<file path="config.mk">
export PLATFORM = sky130hd
export DESIGN_NAME = dma_blk_engine
export DESIGN_NICKNAME = d
export VERILOG_FILES = /design/src/rtl/dma_blk_pkg.sv /design/src/rtl/dma_addr_gen.sv /design/src/rtl/dma_ctrl_fsm.sv /design/src/rtl/dma_irq_ctl.sv /design/src/rtl/dma_blk_engine.sv
export SDC_FILE = /design/constraint.sdc
export NUM_CORES = 1
export LEC_CHECK = 0
export CORE_ASPECT_RATIO = 1.75
export CORE_MARGIN = 3
export CORE_UTILIZATION = 31
export DETAILED_ROUTE_END_ITERATION = 16
export PLACE_DENSITY = 0.7
export SLEW_MARGIN = 10
export SYNTH_ARGS = -nofsm -noshare
export SYNTH_HDL_FRONTEND = slang
export SYNTH_HIERARCHICAL = 1
export SYNTH_SLANG_ARGS = --single-unit
</file>
<file path="constraint.sdc">
create_clock -name clk -period 2.08 [get_ports clk]
set_input_delay 0.312 -clock clk [delete_from_list [all_inputs] [get_ports clk]]
set_output_delay 0.312 -clock clk [all_outputs]
set_load 0.02 [all_outputs]
</file>
<file path="src/rtl/dma_blk_pkg.sv">
package dma_blk_pkg;
  typedef enum logic [1:0] {
    ST_IDLE = 2'd0,
    ST_REQ  = 2'd1,
    ST_XFER = 2'd2,
    ST_GAP  = 2'd3
  } dma_state_e;

  localparam logic MODE_BURST = 1'b0;
  localparam logic MODE_STEAL = 1'b1;
endpackage

</file>
<file path="src/rtl/dma_addr_gen.sv">
module dma_addr_gen #(
  parameter int ADDR_W = 16,
  parameter int CNT_W  = 8
) (
  input  logic              clk,
  input  logic              rst_n,
  input  logic              load,
  input  logic [ADDR_W-1:0] start_addr,
  input  logic [CNT_W-1:0]  start_count,
  input  logic              step,
  output logic [ADDR_W-1:0] cur_addr,
  output logic [CNT_W-1:0]  remaining,
  output logic [CNT_W-1:0]  idx,
  output logic              last_word
);
  function automatic logic [ADDR_W-1:0] f_addr_inc(input logic [ADDR_W-1:0] a);
    return a + ADDR_W'(1);
  endfunction

  function automatic logic [CNT_W-1:0] f_cnt_dec(input logic [CNT_W-1:0] c);
    return c - CNT_W'(1);
  endfunction

  function automatic logic [CNT_W-1:0] f_idx_inc(input logic [CNT_W-1:0] i);
    return i + CNT_W'(1);
  endfunction

  always_ff @(posedge clk) begin
    if (!rst_n) begin
      cur_addr  <= '0;
      remaining <= '0;
      idx       <= '0;
    end else if (load) begin
      cur_addr  <= start_addr;
      remaining <= start_count;
      idx       <= '0;
    end else if (step) begin
      cur_addr  <= f_addr_inc(cur_addr);
      remaining <= f_cnt_dec(remaining);
      idx       <= f_idx_inc(idx);
    end
  end

  assign last_word = (remaining == CNT_W'(1));

  // a step never happens with nothing left to move
  a_r4_no_underflow: assert property (@(posedge clk) disable iff (!rst_n)
    step |-> (remaining != '0));

  // the address advances by one word per step, wrapping at the top
  a_r4_addr_step: assert property (@(posedge clk) disable iff (!rst_n)
    (step && !load) |=> (cur_addr == ADDR_W'($past(cur_addr) + 1'b1)));
endmodule

</file>
<file path="src/rtl/dma_ctrl_fsm.sv">
module dma_ctrl_fsm
  import dma_blk_pkg::*;
(
  input  logic       clk,
  input  logic       rst_n,
  input  logic       launch_ok,
  input  logic       mode_in,
  input  logic       bus_gnt,
  input  logic       bus_busy,
  input  logic       last_word,
  output dma_state_e state,
  output logic       steal_q,
  output logic       xfer_fire,
  output logic       done_evt,
  output logic       bus_req,
  output logic       busy
);
  dma_state_e nxt;
  logic       bus_free_for_me;

  assign bus_free_for_me = bus_gnt && (steal_q == MODE_BURST || !bus_busy);
  assign xfer_fire       = (state == ST_XFER) && bus_free_for_me;
  assign done_evt        = xfer_fire && last_word;
  assign bus_req         = (state == ST_REQ) || (state == ST_XFER);
  assign busy            = (state != ST_IDLE);

  always_comb begin
    nxt = state;
    unique case (state)
      ST_IDLE: if (launch_ok) nxt = ST_REQ;
      ST_REQ:  if (bus_free_for_me) nxt = ST_XFER;
      ST_XFER: begin
        if (xfer_fire) begin
          if (last_word)                 nxt = ST_IDLE;
          else if (steal_q == MODE_STEAL) nxt = ST_GAP;
        end
      end
      ST_GAP:  nxt = ST_REQ;
      default: nxt = ST_IDLE;
    endcase
  end

  always_ff @(posedge clk) begin
    if (!rst_n) begin
      state   <= ST_IDLE;
      steal_q <= MODE_BURST;
    end else begin
      state <= nxt;
      if (launch_ok) steal_q <= mode_in;
    end
  end

  // a stolen cycle never overlaps another agent's traffic
  a_r3_steal_quiet: assert property (@(posedge clk) disable iff (!rst_n)
    (xfer_fire && steal_q == MODE_STEAL) |-> !bus_busy);

  // after a stolen word that is not the last, the request is dropped
  a_r3_steal_release: assert property (@(posedge clk) disable iff (!rst_n)
    (xfer_fire && !last_word && steal_q == MODE_STEAL) |=> !bus_req);

  // burst mode keeps asking until the block ends
  a_r2_burst_hold: assert property (@(posedge clk) disable iff (!rst_n)
    (busy && steal_q == MODE_BURST && !done_evt) |=> bus_req);

  // busy ends in the cycle after the final write, with the request
  a_r7_release: assert property (@(posedge clk) disable iff (!rst_n)
    done_evt |=> (!busy && !bus_req));
endmodule

</file>
<file path="src/rtl/dma_irq_ctl.sv">
module dma_irq_ctl (
  input  logic clk,
  input  logic rst_n,
  input  logic set_evt,
  input  logic clr,
  output logic irq
);
  always_ff @(posedge clk) begin
    if (!rst_n)       irq <= 1'b0;
    else if (set_evt) irq <= 1'b1;
    else if (clr)     irq <= 1'b0;
  end

  // the interrupt holds until cleared
  a_r5_irq_holds: assert property (@(posedge clk) disable iff (!rst_n)
    (irq && !clr) |=> irq);

  // completion always raises the interrupt
  a_r5_irq_sets: assert property (@(posedge clk) disable iff (!rst_n)
    set_evt |=> irq);
endmodule

</file>
<file path="src/rtl/dma_blk_engine.sv">
module dma_blk_engine
  import dma_blk_pkg::*;
#(
  parameter int ADDR_W = 16,
  parameter int DATA_W = 32,
  parameter int CNT_W  = 8
) (
  input  logic              clk,
  input  logic              rst_n,
  input  logic              launch,
  input  logic [ADDR_W-1:0] cfg_addr,
  input  logic [CNT_W-1:0]  cfg_count,
  input  logic              cfg_mode,
  output logic              bus_req,
  input  logic              bus_gnt,
  input  logic              bus_busy,
  output logic [CNT_W-1:0]  buf_idx,
  input  logic [DATA_W-1:0] buf_data,
  output logic              mem_we,
  output logic [ADDR_W-1:0] mem_addr,
  output logic [DATA_W-1:0] mem_wdata,
  output logic              busy,
  output logic              irq,
  input  logic              irq_clr
);
  dma_state_e        state;
  logic              steal_q;
  logic              launch_ok;
  logic              xfer_fire;
  logic              done_evt;
  logic              last_word;
  logic [CNT_W-1:0]  remaining;
  logic [ADDR_W-1:0] cur_addr;

  assign launch_ok = launch && !busy && !irq && (cfg_count != '0);

  dma_ctrl_fsm u_fsm (
    .clk       (clk),
    .rst_n     (rst_n),
    .launch_ok (launch_ok),
    .mode_in   (cfg_mode),
    .bus_gnt   (bus_gnt),
    .bus_busy  (bus_busy),
    .last_word (last_word),
    .state     (state),
    .steal_q   (steal_q),
    .xfer_fire (xfer_fire),
    .done_evt  (done_evt),
    .bus_req   (bus_req),
    .busy      (busy)
  );

  dma_addr_gen #(.ADDR_W(ADDR_W), .CNT_W(CNT_W)) u_addr (
    .clk         (clk),
    .rst_n       (rst_n),
    .load        (launch_ok),
    .start_addr  (cfg_addr),
    .start_count (cfg_count),
    .step        (xfer_fire),
    .cur_addr    (cur_addr),
    .remaining   (remaining),
    .idx         (buf_idx),
    .last_word   (last_word)
  );

  dma_irq_ctl u_irq (
    .clk     (clk),
    .rst_n   (rst_n),
    .set_evt (done_evt),
    .clr     (irq_clr),
    .irq     (irq)
  );

  assign mem_we    = xfer_fire;
  assign mem_addr  = cur_addr;
  assign mem_wdata = buf_data;

  // nothing is driven onto the bus without ownership
  a_r1_write_needs_grant: assert property (@(posedge clk) disable iff (!rst_n)
    mem_we |-> bus_gnt);

  // requesting implies busy
  a_r7_req_in_busy: assert property (@(posedge clk) disable iff (!rst_n)
    bus_req |-> busy);

  // a pending interrupt keeps the engine idle
  a_r6_no_start_pending: assert property (@(posedge clk) disable iff (!rst_n)
    (irq && !irq_clr && !busy) |=> !busy);

  // a zero-length launch from idle does not start
  a_r8_zero_ignored: assert property (@(posedge clk) disable iff (!rst_n)
    (!busy && (!launch || cfg_count == '0)) |=> !busy);

  // count is never zero while a block is in flight
  a_r4_count_live: assert property (@(posedge clk) disable iff (!rst_n)
    (busy && state != ST_IDLE) |-> (remaining != '0));
endmodule

</file>
==> results.yml, run 1 <==
status:
  status: "completed"
drt:
  routed-via-count: 1904
  avgRoutedWirePerCell_um: 14.6
  ant_nets: 0
  post-route-drc-count: 0
  drt_wl_total_mm: 5.53
  vias_per_cell: 5.02
  dr.pass1.iters: 4
  first_iter_violations: 98
sta:
  setup_violations: 0
  worst_slew_pin_slew_ns: 0.452
  rsz0062_at_grt: "no"
  relSlewSlack: 0.698
  period_share: 0.954
  final.min_clock_period_ns: 1.98
  fin_hold_ws_ns: 0.491
  fin_skew_ns: 0.00405
  finalHoldViolations: 0
  finalMaxSlewViolations: 0
  timing.fmax_mhz: 504
setup_path:
  path_max_fanout: 4
  slowest_stage: "clkdlybuf4s50_1"
  cp.arrival_ns: 2.15
  max_stage_delay_ns: 0.45
  reg2reg_to: "u_addr/remaining[5]"
  required_ns: 2.25
  critPathLaunchType: "input pin"
  worstSetupPathType: "in -> reg"
  end_kind: "register"
  rrSetupSlack_ns: 0.18
  path_cells: "clkdlybuf4s50_1, a21boi_2, and2_2, or3b_1, nor4_2, xor2_1, o211a_1"
  reg2regPathDepth: 7
  worstReg2RegStart: "u_fsm/state[0]"
layout:
  n_antenna_cell: 0
  n_fill_cell: 651
  seqCellArea_um2: 721
  syn2layout_area_growth_pct: 35.3
  final_nets: 367
  final_util: 0.439
  drive_gt1_frac: 0.138
  multiInputGateArea_mm2: 0.00118
clocking:
  cts_buffers: 5
  cts_tree: "done"
  hold_buffers: 0
  clk_latency_ns: 0.28
  clock-root-buffer: "clkbuf_16"
  clock_sinks: 36
  postCtsSetupBuffers: 0
  cts_max_level: 2
  clk_pin_slew_ns: 0.05
  cts_buffer_depth: 2
floorplan:
  dieWidth_um: 69.3
  die-area_mm2: 0.00809
  die_h_um: 117
  rows: 39
  initial_utilization: 0.325
  core_area_mm2: 0.00669
  ios: 123
logic_synthesis:
  ys_seq_elements: 36
  ys_warn_count: 6
  async_reset_ff_frac: 0
  synth_edf_count: 0
  synth_area_mm2: 0.00217
  synth.most_common_cell: "dfxtp_1"
  ys_seq_area_frac: 0.332
  synth_top_area_share: 0.332
  synth_flop_cell: "dfxtp_1"
  yosys.area.top_type: "dfxtp_1"
  synth_area_leaders: "dfxtp_1 (33%), buf_4 (12%), xnor2_1 (4.8%)"
  syn_inst: 252
  netlist_top_cells_count: "dfxtp_1 (36), buf_4 (34), o21ai_0 (20)"
  synth_cell_types: 39
  syn_nets: 323
  avgSynthCellArea_um2: 8.62
pwr:
  ir_worst_vdd_v: 0.000397
  cellLeakagePower_nw: 1.15
  cellPowerDensity_mw_per_mm2: 904
grt:
  grt_first_pass_wirelength_mm: 9.17
  grt_start_max_net_pins: 30
  grt_pass1_vias: 1966
  grt_antenna_before_repair: 0
  grt_use_total: 0.139
  grt_overflow: 0
placed_design:
  hpwl_mm: 4.19
  place.gp.congestion: 0.813
  io_buffers: 58
hold_path:
  min_path_cells: 2
  hp-start: "u_addr/idx[7]"
  hold_end: "u_addr/idx[7]"
  hold_class: "reg -> reg"
job:
  cap_violations: 0
where the power goes:
| part | leakage (nW) | total [mW] | internal [mW] | switching (mW) |
|---|---|---|---|---|
| sequential | 0.296 | 0.946 | 0.804 | 0.141 |
| combinational | 0.784 | 0.951 | 0.476 | 0.475 |
| clock | 0.0701 | 0.758 | 0.477 | 0.281 |
| total | 1.15 | 2.65 | 1.76 | 0.897 |
worst max path at each step:
stage          slack, ns  cells past startpoint             endpoint            from
3_3_place_gp       -0.16                      7  u_addr/cur_addr[15]         bus_gnt
2_1_floorplan       0.02                      8   u_addr/cur_addr[3]  u_fsm/state[0]
3_5_place_dp       -0.20                      7  u_addr/cur_addr[15]         bus_gnt
5_1_grt            0.009                      7  u_addr/cur_addr[15]         bus_gnt
6_report             0.1                      7  u_addr/remaining[5]         bus_gnt
4_1_cts             0.03                      7  u_addr/remaining[5]         bus_gnt
layout by cell type, fill, tap and decap left out, drive strengths merged, types with 5 or more instances in the layout:
cell type | netlist | final
buf | 36 | 22
clkbuf | 7 | 7
nor4 | 7 | 7
nor2 | 12 | 12
and3 | 5 | 5
o21ai | 20 | 20
nor2b | 5 | 5
xor2 | 12 | 12
ha | 8 | 8
dfxtp | 36 | 36
a21oi | 16 | 16
nand2 | 19 | 19
clkdlybuf4s50 | 0 | 56
inv | 7 | 7
mux2i | 5 | 5
o211a | 6 | 6
nand4 | 11 | 11
xnor2 | 12 | 12
sequential cells by signal (all words and copies together) (netlist names):
name and cells:
u_addr/remaining 8, u_fsm/state 2, u_fsm/steal_q 1, u_irq/irq 1, u_addr/cur_addr 16, u_addr/idx 8
metal layers:
layer | wire (um) | track usage | vias up
li1 | - | - | 942
met1 | 2000 | 0.141 | 874
met2 | 2960 | 0.254 | 58
met3 | 360 | 0.0345 | 30
met4 | 211 | 0.0860 | 0
met5 | 0 | 0 | -
stage by stage:
stage | setup TNS [ns] | total power, mW | cell area (um2) | instances | setup WS, ns
after floorplan | 0 | 1.57 | 2180 | 252 | 0.0241
after global placement | -1.93 | 1.89 | 2750 | 371 | -0.163
after detailed placement | -2.62 | 1.90 | 2750 | 371 | -0.200
after CTS | 0 | 2.68 | 2900 | 379 | 0.0330
after global routing | 0 | 2.82 | 2940 | 379 | 0.00868
final | 0 | 2.65 | 2940 | 379 | 0.0966
timing repair:
item	in CTS	in global routing
pin swaps	0	0
gates resized for setup	1	7
endpoints found under the setup margin	1	13
critical path, delay by kind of cell:
family | cells | cell delay, ns
and+or+nand+nor | 3 | 0.85
AOI/OAI and AO/OA | 2 | 0.39
buffers and inverters | 1 | 0.45
xor gates and xnor gates | 1 | 0.14
cells by family after synthesis:
| family | synth area share |
|---|---|
| buf+inv | 0.146 |
| fa+ha+maj | 0.0461 |
| mux | 0.0230 |
| compound gates | 0.149 |
| simple gates | 0.207 |
| xor+xnor | 0.0968 |
| flops | 0.332 |
final cells by class:
type	count	share of cell area
Clock inverter	1	0.00256
Multi-Input combinational cell	166	0.401
Tap cell	82	0.0349
Timing Repair Buffer	80	0.259
Inverter	7	0.00894
Sequential cell	36	0.245
Clock buffer	7	0.0486
No activity file was read; power rests on OpenSTA's default activity.
==> run 2: changes to the inputs <==
CORE_ASPECT_RATIO = 1.4   (was 1.75)
==> results.yml, run 2 (synthesized netlist as in run 1, its figures left out) <==
grt:
  grt_antenna_before_repair: 0
  grt_pass1_vias: 1855
  grt_start_max_net_pins: 32
  grt_overflow: 0
  grt_use_total: 0.133
  grt_first_pass_wirelength_mm: 8.74
layout:
  top_regs: "u_addr/cur_addr (16), u_addr/idx (8), u_addr/remaining (8)"
  regMostFlops: "u_addr/cur_addr"
  syn2layout_area_growth_pct: 32.9
  n_antenna_cell: 0
  final_cell_mix: "clkdlybuf4s50_1 (56), dfxtp_1 (36), buf_4 (22)"
  final_util: 0.431
  n_fill_cell: 654
  final_nets: 367
  seqCellArea_um2: 721
  layout_commonest_cell: "clkdlybuf4s50_1"
  drive_gt1_frac: 0.135
  largest_reg_flops: 16
  multiInputGateArea_mm2: 0.00117
setup_path:
  reg2regPathDepth: 6
  end_kind: "register"
  slowest_stage: "or4_4"
  crit_buf_inv: 1
  critPathLaunchType: "register"
  path_max_fanout: 7
  worstSetupPathType: "reg -> reg"
  rrSetupSlack_ns: 0.1
  worstSetupStartpoint: "u_addr/remaining[2]"
  path_cells: "or4_4, nor4b_1, buf_4, or3b_1, o221ai_2, mux2i_1"
  crit_family: "simple AND/OR/NAND/NOR gates"
  cp.arrival_ns: 2.15
  path_depth: 6
  max_stage_delay_ns: 0.57
  worstReg2RegStart: "u_addr/remaining[2]"
  required_ns: 2.25
sta:
  rsz0062_at_grt: "no"
  setup_violations: 0
  fin_skew_ns: 0.0129
  finalMaxSlewViolations: 0
  period_share: 0.954
  final.setup.tns_ns: 0
  worst_slew_pin_slew_ns: 0.370
  setup_ws_ns: 0.0964
  final.min_clock_period_ns: 1.98
  timing.fmax_mhz: 504
  relSlewSlack: 0.753
  finalHoldViolations: 0
  fin_hold_ws_ns: 0.495
drt:
  ant_nets: 0
  drt_wl_total_mm: 5.38
  avgRoutedWirePerCell_um: 13.8
  dr.pass1.iters: 4
  post-route-drc-count: 0
  vias_per_cell: 4.81
  routed-via-count: 1872
  first_iter_violations: 103
clocking:
  clk_latency_ns: 0.29
  postCtsSetupBuffers: 0
  cts_buffer_depth: 2
  clock_sinks: 36
  clk_pin_slew_ns: 0.07
  cts_buffers: 5
  clock-root-buffer: "clkbuf_8"
  cts_tree: "done"
  hold_buffers: 0
  cts_resized: 1
  cts_max_level: 2
floorplan:
  die_h_um: 105
  rows: 35
  ios: 123
  initial_utilization: 0.324
  dieWidth_um: 76.7
  core_area_mm2: 0.00670
  die-area_mm2: 0.00806
status:
  status: "completed"
pwr:
  power_mw: 2.51
  cellPowerDensity_mw_per_mm2: 869
  cellLeakagePower_nw: 1.13
  ir_worst_vdd_v: 0.000344
hold_path:
  hold_class: "reg -> reg"
  hp-start: "u_addr/idx[7]"
  min_path_cells: 2
placed_design:
  place.gp.congestion: 0.772
  hpwl_mm: 4.04
  dp_slack_ns: -0.200
  io_buffers: 58
job:
  cap_violations: 0
[run 2: cell types whose count changed in the layout (fill, tap and decap cells not counted), sizes merged]
cell	before	now
bufinv	0	1
clkbuf	7	5
clkinv	0	1
[run 2: per-stage QoR]
stage          std cells  area, um2
6_report             389       2890
5_1_grt              389       2890
4_1_cts              389       2860
3_5_place_dp         381       2750
3_3_place_gp         381       2750
2_1_floorplan        252       2180
[run 2: final timing paths]
path	to
worst max-delay path	u_fsm/state[0]
worst max register to register	u_fsm/state[0]
worst min register to register	u_addr/idx[7]
worst min-delay path	u_addr/idx[7]
[run 2: tightest hold or removal path, stage by stage, from the launching register on]
cell and delay [ns]:
dfxtp_1 0.32, o21ai_0 0.07, a21oi_1 0.06
[run 2: routing by layer]
layer  vias up  global-route usage  part of all wire
met5         -                   0                 0
met4         0              0.0699             0.034
met3        22              0.0267             0.045
met2        44               0.234              0.52
met1       867               0.147              0.40
li1        939                   -                 -
[run 2: cell type report]
| class | instances | area share |
|---|---|---|
| inverters | 7 | 0.00910 |
| repair buffers | 80 | 0.259 |
| flip-flops and latches | 36 | 0.250 |
| multi-input cells | 166 | 0.404 |
| clock buffers | 5 | 0.0238 |
| well taps | 92 | 0.0399 |
| clock inverters | 3 | 0.0147 |
[run 2: power breakdown]
| part | internal (mW) | leakage, nW | switching [mW] |
|---|---|---|---|
| Clock | 0.355 | 0.0541 | 0.263 |
| Sequential | 0.803 | 0.296 | 0.142 |
| Combinational | 0.473 | 0.777 | 0.471 |
| Total | 1.63 | 1.13 | 0.876 |
